### src/rtl/cam_cap_pkg.sv
package cam_cap_pkg;
    localparam int SAMPLE_W = 14;
    localparam int WORD_W   = 32;
    localparam int NFLAGS   = 3;

    typedef struct packed {
        logic [1:0] width;
        logic [1:0] skip;
        logic       hs_blank_hi;
        logic       vs_blank_hi;
        logic       pclk_rise;
        logic       embedded;
        logic       snapshot;
        logic       capture;
        logic       enable;
    } ctrl_t;

    localparam int REG_W = $bits(ctrl_t);

    localparam ctrl_t CTRL_RESET = '{width: 2'b00, skip: 2'b00, hs_blank_hi: 1'b0,
                                     vs_blank_hi: 1'b1, pclk_rise: 1'b1, embedded: 1'b0,
                                     snapshot: 1'b0, capture: 1'b0, enable: 1'b0};

    localparam logic [1:0] A_CTRL = 2'd0;
    localparam logic [1:0] A_IE   = 2'd1;
    localparam logic [1:0] A_STAT = 2'd2;
    localparam logic [1:0] A_CLR  = 2'd3;

    localparam int ST_FRAME = 0;
    localparam int ST_OVR   = 1;
    localparam int ST_SERR  = 2;
endpackage

### src/rtl/cam_frontend.sv
module cam_frontend
    import cam_cap_pkg::*;
#(
    parameter int DLY = 3
) (
    input  logic                clk,
    input  logic                rst_n,
    input  logic                embedded,
    input  logic                pclk_rise,
    input  logic                vs_blank_hi,
    input  logic                hs_blank_hi,
    input  logic                cam_pclk,
    input  logic                cam_vsync,
    input  logic                cam_hsync,
    input  logic [SAMPLE_W-1:0] cam_data,
    output logic                smp_vld,
    output logic [SAMPLE_W-1:0] smp_data,
    output logic                frm_start,
    output logic                frm_end,
    output logic                sync_err
);
    typedef struct packed {
        logic                          pclk;
        logic                          vs_act;
        logic                          in_frame;
        logic                          in_line;
        logic [DLY-1:0][7:0]           hist;
        logic [DLY-1:0][SAMPLE_W-1:0]  dly;
        logic [DLY-1:0]                dly_v;
    } fe_t;

    fe_t q, d;
    logic ev, vs_act, hs_act, preamble, code_ok;
    logic [7:0] code;

    always_comb begin
        d         = q;
        smp_vld   = 1'b0;
        smp_data  = cam_data;
        frm_start = 1'b0;
        frm_end   = 1'b0;
        sync_err  = 1'b0;
        d.pclk    = cam_pclk;
        ev        = (cam_pclk != q.pclk) && (cam_pclk == pclk_rise);
        vs_act    = (cam_vsync != vs_blank_hi);
        hs_act    = (cam_hsync != hs_blank_hi);
        code      = cam_data[7:0];
        preamble  = (q.hist[2] == 8'hFF) && (q.hist[1] == 8'h00) && (q.hist[0] == 8'h00);
        code_ok   = (code[7:4] == 4'h0) && $onehot(code[3:0]);
        if (ev) begin
            if (!embedded) begin
                frm_start = vs_act && !q.vs_act;
                frm_end   = !vs_act && q.vs_act;
                smp_vld   = vs_act && hs_act;
                d.vs_act  = vs_act;
            end else begin
                d.hist = {q.hist[DLY-2:0], code};
                if (preamble) begin
                    // code byte: withdraw the preamble bytes still in the delay line
                    d.dly_v = '0;
                    if (!code_ok) begin
                        sync_err = 1'b1;
                    end else begin
                        if (code[0]) begin
                            d.in_frame = 1'b1;
                            frm_start  = 1'b1;
                        end
                        if (code[1]) begin
                            d.in_frame = 1'b0;
                            d.in_line  = 1'b0;
                            frm_end    = q.in_frame;
                        end
                        if (code[2]) d.in_line = q.in_frame;
                        if (code[3]) d.in_line = 1'b0;
                    end
                end else begin
                    smp_vld  = q.dly_v[DLY-1];
                    smp_data = q.dly[DLY-1];
                    d.dly    = {q.dly[DLY-2:0], cam_data};
                    d.dly_v  = {q.dly_v[DLY-2:0], q.in_frame && q.in_line};
                end
            end
        end
    end

    always_ff @(posedge clk or negedge rst_n) begin
        if (!rst_n) q <= '0;
        else        q <= d;
    end
endmodule

### src/rtl/cam_packer.sv
module cam_packer
    import cam_cap_pkg::*;
(
    input  logic                clk,
    input  logic                rst_n,
    input  logic [1:0]          width,
    input  logic                in_vld,
    input  logic [SAMPLE_W-1:0] in_data,
    input  logic                flush,
    output logic                push,
    output logic [WORD_W-1:0]   word
);
    localparam int LANES8  = WORD_W / 8;
    localparam int LANES16 = WORD_W / 16;
    localparam int CNT_W   = $clog2(LANES8);

    typedef struct packed {
        logic [WORD_W-1:0] acc;
        logic [CNT_W-1:0]  cnt;
    } pk_t;

    pk_t q, d;
    logic                narrow, last;
    logic [SAMPLE_W-1:0] mask;
    logic [WORD_W-1:0]   lane, merged;

    always_comb begin
        d      = q;
        push   = 1'b0;
        word   = q.acc;
        narrow = (width == 2'b00);
        case (width)
            2'b01:   mask = SAMPLE_W'(14'h03FF);
            2'b10:   mask = SAMPLE_W'(14'h0FFF);
            default: mask = '1;
        endcase
        if (narrow) lane = WORD_W'(in_data[7:0]) << (8 * q.cnt);
        else        lane = WORD_W'(in_data & mask) << (16 * q.cnt);
        merged = q.acc | lane;
        last   = narrow ? (q.cnt == CNT_W'(LANES8 - 1)) : (q.cnt == CNT_W'(LANES16 - 1));
        if (flush) begin
            push  = (q.cnt != '0);
            d.acc = '0;
            d.cnt = '0;
        end else if (in_vld) begin
            if (last) begin
                push  = 1'b1;
                word  = merged;
                d.acc = '0;
                d.cnt = '0;
            end else begin
                d.acc = merged;
                d.cnt = q.cnt + 1'b1;
            end
        end
    end

    always_ff @(posedge clk or negedge rst_n) begin
        if (!rst_n) q <= '0;
        else        q <= d;
    end
endmodule

### src/rtl/cam_word_fifo.sv
module cam_word_fifo #(
    parameter int DEPTH = 4,
    parameter int W     = 32
) (
    input  logic         clk,
    input  logic         rst_n,
    input  logic         push,
    input  logic [W-1:0] wdata,
    input  logic         pop,
    output logic         full,
    output logic         valid,
    output logic [W-1:0] rdata
);
    localparam int AW = (DEPTH > 1) ? $clog2(DEPTH) : 1;
    localparam int CW = $clog2(DEPTH + 1);

    typedef struct packed {
        logic [DEPTH-1:0][W-1:0] mem;
        logic [AW-1:0]           rd;
        logic [AW-1:0]           wr;
        logic [CW-1:0]           cnt;
    } ff_t;

    ff_t q, d;
    logic do_pop, do_push;

    always_comb begin
        d       = q;
        full    = (q.cnt == CW'(DEPTH));
        valid   = (q.cnt != '0);
        rdata   = q.mem[q.rd];
        do_pop  = pop && valid;
        do_push = push && (!full || do_pop);
        if (do_push) begin
            d.mem[q.wr] = wdata;
            d.wr = (q.wr == AW'(DEPTH - 1)) ? '0 : q.wr + 1'b1;
        end
        if (do_pop) d.rd = (q.rd == AW'(DEPTH - 1)) ? '0 : q.rd + 1'b1;
        if (do_push && !do_pop)      d.cnt = q.cnt + 1'b1;
        else if (do_pop && !do_push) d.cnt = q.cnt - 1'b1;
    end

    always_ff @(posedge clk or negedge rst_n) begin
        if (!rst_n) q <= '0;
        else        q <= d;
    end
endmodule

### src/rtl/cam_capture.sv
module cam_capture
    import cam_cap_pkg::*;
#(
    parameter int FIFO_DEPTH = 4
) (
    input  logic                clk,
    input  logic                rst_n,
    input  logic                cam_pclk,
    input  logic                cam_vsync,
    input  logic                cam_hsync,
    input  logic [SAMPLE_W-1:0] cam_data,
    input  logic                reg_wr,
    input  logic [1:0]          reg_addr,
    input  logic [REG_W-1:0]    reg_wdata,
    output logic [REG_W-1:0]    reg_rdata,
    output logic                fifo_valid,
    output logic [WORD_W-1:0]   fifo_data,
    input  logic                fifo_pop,
    output logic                irq
);
    typedef struct packed {
        ctrl_t             ctrl;
        logic [NFLAGS-1:0] ie;
        logic [NFLAGS-1:0] stat;
        logic              capturing;
        logic [1:0]        skip_cnt;
    } top_t;

    top_t q, d;
    ctrl_t             ctrl_q;
    logic [NFLAGS-1:0] stat_q;
    logic              capturing_q;

    logic smp_vld, frm_start, frm_end, sync_err;
    logic [SAMPLE_W-1:0] smp_data;
    logic push_w, fifo_full_w, frame_done, ovr_evt, go;
    logic [WORD_W-1:0] word_w;
    logic [1:0] skip_mask;

    assign ctrl_q      = q.ctrl;
    assign stat_q      = q.stat;
    assign capturing_q = q.capturing;

    cam_frontend u_front (
        .clk(clk), .rst_n(rst_n),
        .embedded(ctrl_q.embedded), .pclk_rise(ctrl_q.pclk_rise),
        .vs_blank_hi(ctrl_q.vs_blank_hi), .hs_blank_hi(ctrl_q.hs_blank_hi),
        .cam_pclk(cam_pclk), .cam_vsync(cam_vsync), .cam_hsync(cam_hsync),
        .cam_data(cam_data), .smp_vld(smp_vld), .smp_data(smp_data),
        .frm_start(frm_start), .frm_end(frm_end), .sync_err(sync_err)
    );

    cam_packer u_pack (
        .clk(clk), .rst_n(rst_n), .width(ctrl_q.width),
        .in_vld(smp_vld && capturing_q), .in_data(smp_data),
        .flush(frame_done), .push(push_w), .word(word_w)
    );

    cam_word_fifo #(.DEPTH(FIFO_DEPTH), .W(WORD_W)) u_fifo (
        .clk(clk), .rst_n(rst_n), .push(push_w), .wdata(word_w),
        .pop(fifo_pop), .full(fifo_full_w), .valid(fifo_valid), .rdata(fifo_data)
    );

    always_comb begin
        d          = q;
        go         = ctrl_q.enable && ctrl_q.capture;
        frame_done = frm_end && capturing_q;
        ovr_evt    = push_w && fifo_full_w && !fifo_pop;
        case (ctrl_q.skip)
            2'b00:   skip_mask = 2'b00;
            2'b01:   skip_mask = 2'b01;
            default: skip_mask = 2'b11;
        endcase
        if (reg_wr) begin
            case (reg_addr)
                A_CTRL:  d.ctrl = ctrl_t'(reg_wdata);
                A_IE:    d.ie   = reg_wdata[NFLAGS-1:0];
                A_CLR:   d.stat = q.stat & ~reg_wdata[NFLAGS-1:0];
                default: ;
            endcase
        end
        if (!go) d.skip_cnt = '0;
        if (frm_start && go) begin
            d.skip_cnt = q.skip_cnt + 1'b1;
            if ((q.skip_cnt & skip_mask) == 2'b00) d.capturing = 1'b1;
        end
        if (frame_done) begin
            d.capturing = 1'b0;
            if (ctrl_q.snapshot) d.ctrl.capture = 1'b0;
        end
        if (!ctrl_q.enable) d.capturing = 1'b0;
        d.stat[ST_FRAME] = d.stat[ST_FRAME] | frame_done;
        d.stat[ST_OVR]   = d.stat[ST_OVR]   | ovr_evt;
        d.stat[ST_SERR]  = d.stat[ST_SERR]  | (sync_err && ctrl_q.enable);
        case (reg_addr)
            A_CTRL:  reg_rdata = REG_W'(ctrl_q);
            A_IE:    reg_rdata = REG_W'(q.ie);
            A_STAT:  reg_rdata = REG_W'(stat_q);
            default: reg_rdata = '0;
        endcase
        irq = |(stat_q & q.ie);
    end

    always_ff @(posedge clk or negedge rst_n) begin
        if (!rst_n) begin
            q      <= '0;
            q.ctrl <= CTRL_RESET;
        end else begin
            q <= d;
        end
    end
endmodule

### config.mk
export PLATFORM = sky130hd
export DESIGN_NAME = cam_capture
export DESIGN_NICKNAME = d
export VERILOG_FILES = /design/src/rtl/cam_cap_pkg.sv /design/src/rtl/cam_frontend.sv /design/src/rtl/cam_packer.sv /design/src/rtl/cam_word_fifo.sv /design/src/rtl/cam_capture.sv
export SDC_FILE = /design/constraint.sdc
export NUM_CORES = 1
export LEC_CHECK = 0
export ABC_AREA = 1
export BUFFER_PORTS_ARGS = -buffer_cell sky130_fd_sc_hd__buf_2
export CORE_UTILIZATION = 55
export CTS_CLUSTER_SIZE = 12
export DETAILED_ROUTE_END_ITERATION = 10
export PLACE_DENSITY = 0.71
export SLEW_MARGIN = 20
export SYNTH_ARGS = -nofsm -noshare
export SYNTH_HDL_FRONTEND = slang
export SYNTH_SLANG_ARGS = --single-unit
### constraint.sdc
create_clock -name clk -period 8.6 [get_ports clk]
set_clock_uncertainty 0.1 [all_clocks]
set_input_delay 1.72 -clock clk [delete_from_list [all_inputs] [get_ports clk]]
set_output_delay 1.72 -clock clk [all_outputs]
set_load 0.05 [all_outputs]
==> qor.txt <==
post-route ant nets: 0
Vert. Die Dim: 150 um
Worst-path clk slew: 0.06 ns
largest net degree at the start of global routing: 167
crit-path leading delay family: simple AND/OR/NAND/NOR gates
Initial Utilization: 57.0%
Total GRT Usage: 27.5%
Die Area: 22600 um^2
layout cell share with drive strength beyond 1: 10.7%
Cells after Synth: 1491
CP max stage delay: 0.51 ns
top-area cell type share of the netlist area: 53.7%
sequential share of the synthesized area: 54.1%
Inserted Diodes: 0
M1 GR Usage: 39.0%
RSZ-0062 raised after global routing: false
Clock Latency Late Sink: 0.54 ns
endpoints failing setup: 0
Remaining Overflow, GRT: 0
Layout Nets: 1584
total number of vias: 9984
Worst Hold Depth: 2
Avg WL per Cell: 16.1 um
synth unique cells: 36
Avg Cell Area, Syn: 8.13 um^2
Worst VDD drop: 235 uV
H-tree depth: 1
TritonCTS clock tree: done
actual slew at the worst max-slew pin: 1.07 ns
CP required: 8.91 ns
register bit count reported by yosys: 262
final critical-path share of the clock period: 62.1%
met2 Use GR: 44.8%
Hold Crit Class: reg -> reg
Residual DRC: 0
CP Capture Type: flop
first-pass GRT wire length: 48.9 mm
CTS sink count: 262
grt met3 use: 3.55%
hold_buf cts: 0
vias per cell: 5.47
P_leak: 7.20 nW
Resized Gates After CTS: 0
final WL: 29.3 mm
Synth-to-Final Area Change: 11.5%
Period minus WS final: 5.34 ns
I/O pins: 79
Critical Path Start Type: input port
Final Max Slew Viols: 0
Setup Fix Bufs, Post-CTS: 0
Detail Placement HPWL: 18.3 mm
total chip power: 4.00 mW
Initial DRC Count: 828
CP Class: in -> reg
Cell Pwr Density: 296 nW/um^2
Hold Vio Cnt, Final: 0
Worst EP arrival: 5.65 ns
busiest layer in global routing: met2
port buffer count: 78
syn_nets: 1540
status: complete, no violations
cell area after synthesis: 12100 um^2
path depth of the worst reg2reg path: 12
instance count on the critical path: 20
Buf/Inv on CP: 4
buffer depth of the longest clock path: 3
Critical Path Fanout Max: 31
Initial DRT Pass Iterations: 5
Yosys top cell by area: dfrtp_1
clock root buffer: clkbuf_16
initial antenna violation count: 0
Max Freq: 0.187 GHz
crit-path cells: buf_2 -> inv_1 -> ha_1 -> ha_1 -> fa_1 -> nor2_1 -> nand4_1 -> nor2_4 -> nand2_1 -> nand2_2 -> nand2_2 -> nand2_2 -> nand3_4 -> inv_1 -> ha_1 -> inv_1 -> fa_1 -> a21oi_1 -> o21ai_0 -> xor2_1
Die W: 150 um
max-cap viol count: 0
post-route setup TNS: 0 ns
Worst path slowest cell: nand2_2
Max-slew headroom: 28.2%
core box area: 21300 um^2
vias in the first global route: 9611
YS warnings: 0
routability-driven placement congestion ratio: 0.888
cell row count: 53
CTS buffer count: 28
largest cells by area after synthesis: dfrtp_1, nand2_1, o21ai_0
==> cells in the mapped netlist <==
library cell / n
nand2_1: 541
o21ai_1: 4
o22ai_1: 34
a31oi_1: 4
nand3_1: 50
nand3_4: 1
inv_1: 105
dfstp_2: 2
o21ai_0: 134
o31ai_1: 1
a21oi_1: 50
ha_1: 13
buf_4: 13
or2_2: 1
nand3_2: 2
dfrtp_1: 260
nor2_1: 146
nor2_4: 6
nand4_1: 28
o21ai_2: 1
fa_1: 2
buf_1: 3
mux2_2: 15
clkinv_1: 3
nand3b_1: 2
inv_2: 1
clkbuf_1: 36
buf_2: 19
nand4_2: 2
nand2_2: 3
xnor2_1: 1
o21bai_2: 2
nor2_2: 1
nor3_1: 1
xor2_1: 3
o211ai_1: 1
==> worst paths after layout <==
| kind | start | endpoint | slack (ns) |
|---|---|---|---|
| worst min-delay path | u_fifo.q[61] | u_fifo.q[61] | 0.37 |
| max in group asynchronous | rst_n | u_fifo.q[5] | 5.90 |
| worst max-delay path | cam_data[0] | u_fifo.q[2] | 3.26 |
| min in group asynchronous | rst_n | u_front.q[26] | 1.12 |
| worst min register to register | u_fifo.q[61] | u_fifo.q[61] | 0.37 |
| worst max register to register | u_pack.q[0] | u_fifo.q[2] | 4.56 |
==> final cells by class <==
cell class / count / area [um^2]
Clock buffer: 41 / 851
Clock inverter: 5 / 52.6
Tap cell: 275 / 344
Timing Repair Buffer: 85 / 465
Sequential cell: 262 / 6560
Fill cell: 1807 / 7770
Inverter: 109 / 409
Multi-Input combinational cell: 1049 / 4840
==> placed cells by master, fill, tap and decap left out, drive strengths merged, types with 2 or more instances in the layout <==
| master | instances |
|---|---|
| a21oi | 50 |
| a31oi | 4 |
| buf | 85 |
| clkbuf | 41 |
| clkinv | 7 |
| dfrtp | 260 |
| dfstp | 2 |
| fa | 2 |
| ha | 13 |
| inv | 105 |
| mux2 | 15 |
| nand2 | 544 |
| nand3 | 53 |
| nand3b | 2 |
| nand4 | 30 |
| nor2 | 153 |
| o21ai | 139 |
| o21bai | 2 |
| o22ai | 34 |
| xor2 | 3 |
==> kinds of logic (layout without fill, tap and decap cells) <==
kind of cell | Yosys count | in the layout | share of synthesized area (%)
muxes | 15 | 15 | 1.39
xor gates and xnor gates | 4 | 4 | 0.289
and+or+nand+nor | 784 | 784 | 26.3
AOI/OAI and AO/OA | 231 | 231 | 10.1
DFF | 262 | 262 | 54.1
adders and majority gates | 15 | 15 | 1.67
buffers and inverters | 180 | 240 | 6.17
==> per-stage QoR <==
stage | std cells | instance area, um^2 | hold WS, ns | worst slack (ns) | utilization [%]
floorplan | 1491 | 12100 | 0.344 | 3.71 | -
global placement | 1780 | 12600 | 0.356 | 2.86 | 59.2
detailed placement | 1780 | 12600 | 0.360 | 2.76 | 59.2
CTS | 1826 | 13500 | 0.376 | 3.31 | 63.4
global route | 1826 | 13500 | 0.385 | 2.87 | 63.5
finish | 1826 | 13500 | 0.372 | 3.26 | 63.5
==> report_power, final <==
| group | switching [mW] | internal [mW] | total (mW) | leakage, nW |
|---|---|---|---|---|
| logic | 0.975 | 0.348 | 1.32 | 3.34 |
| clock network | 0.471 | 0.706 | 1.18 | 0.446 |
| registers | 0.0977 | 1.40 | 1.50 | 3.41 |
| total | 1.54 | 2.45 | 4.00 | 7.20 |
==> tightest hold or removal path: stages (launching register included) <==
cell and delay, ns:
dfrtp_1 0.33, nand2_1 0.05, nand2_1 0.05
==> per-layer routing <==
metal	wire (um)	up-vias
met5	0	-
met4	534	0
met3	1870	41
met2	13800	331
met1	13100	4764
li1	-	4848
==> registers in the layout, summed over array words and instances, names as in the netlist <==
signal	flops
capturing_q	1
stat_q	3
q	5
u_fifo.q	135
u_pack.q	34
u_front.q	73
ctrl_q	11
Power figures use the tool's default switching activity.
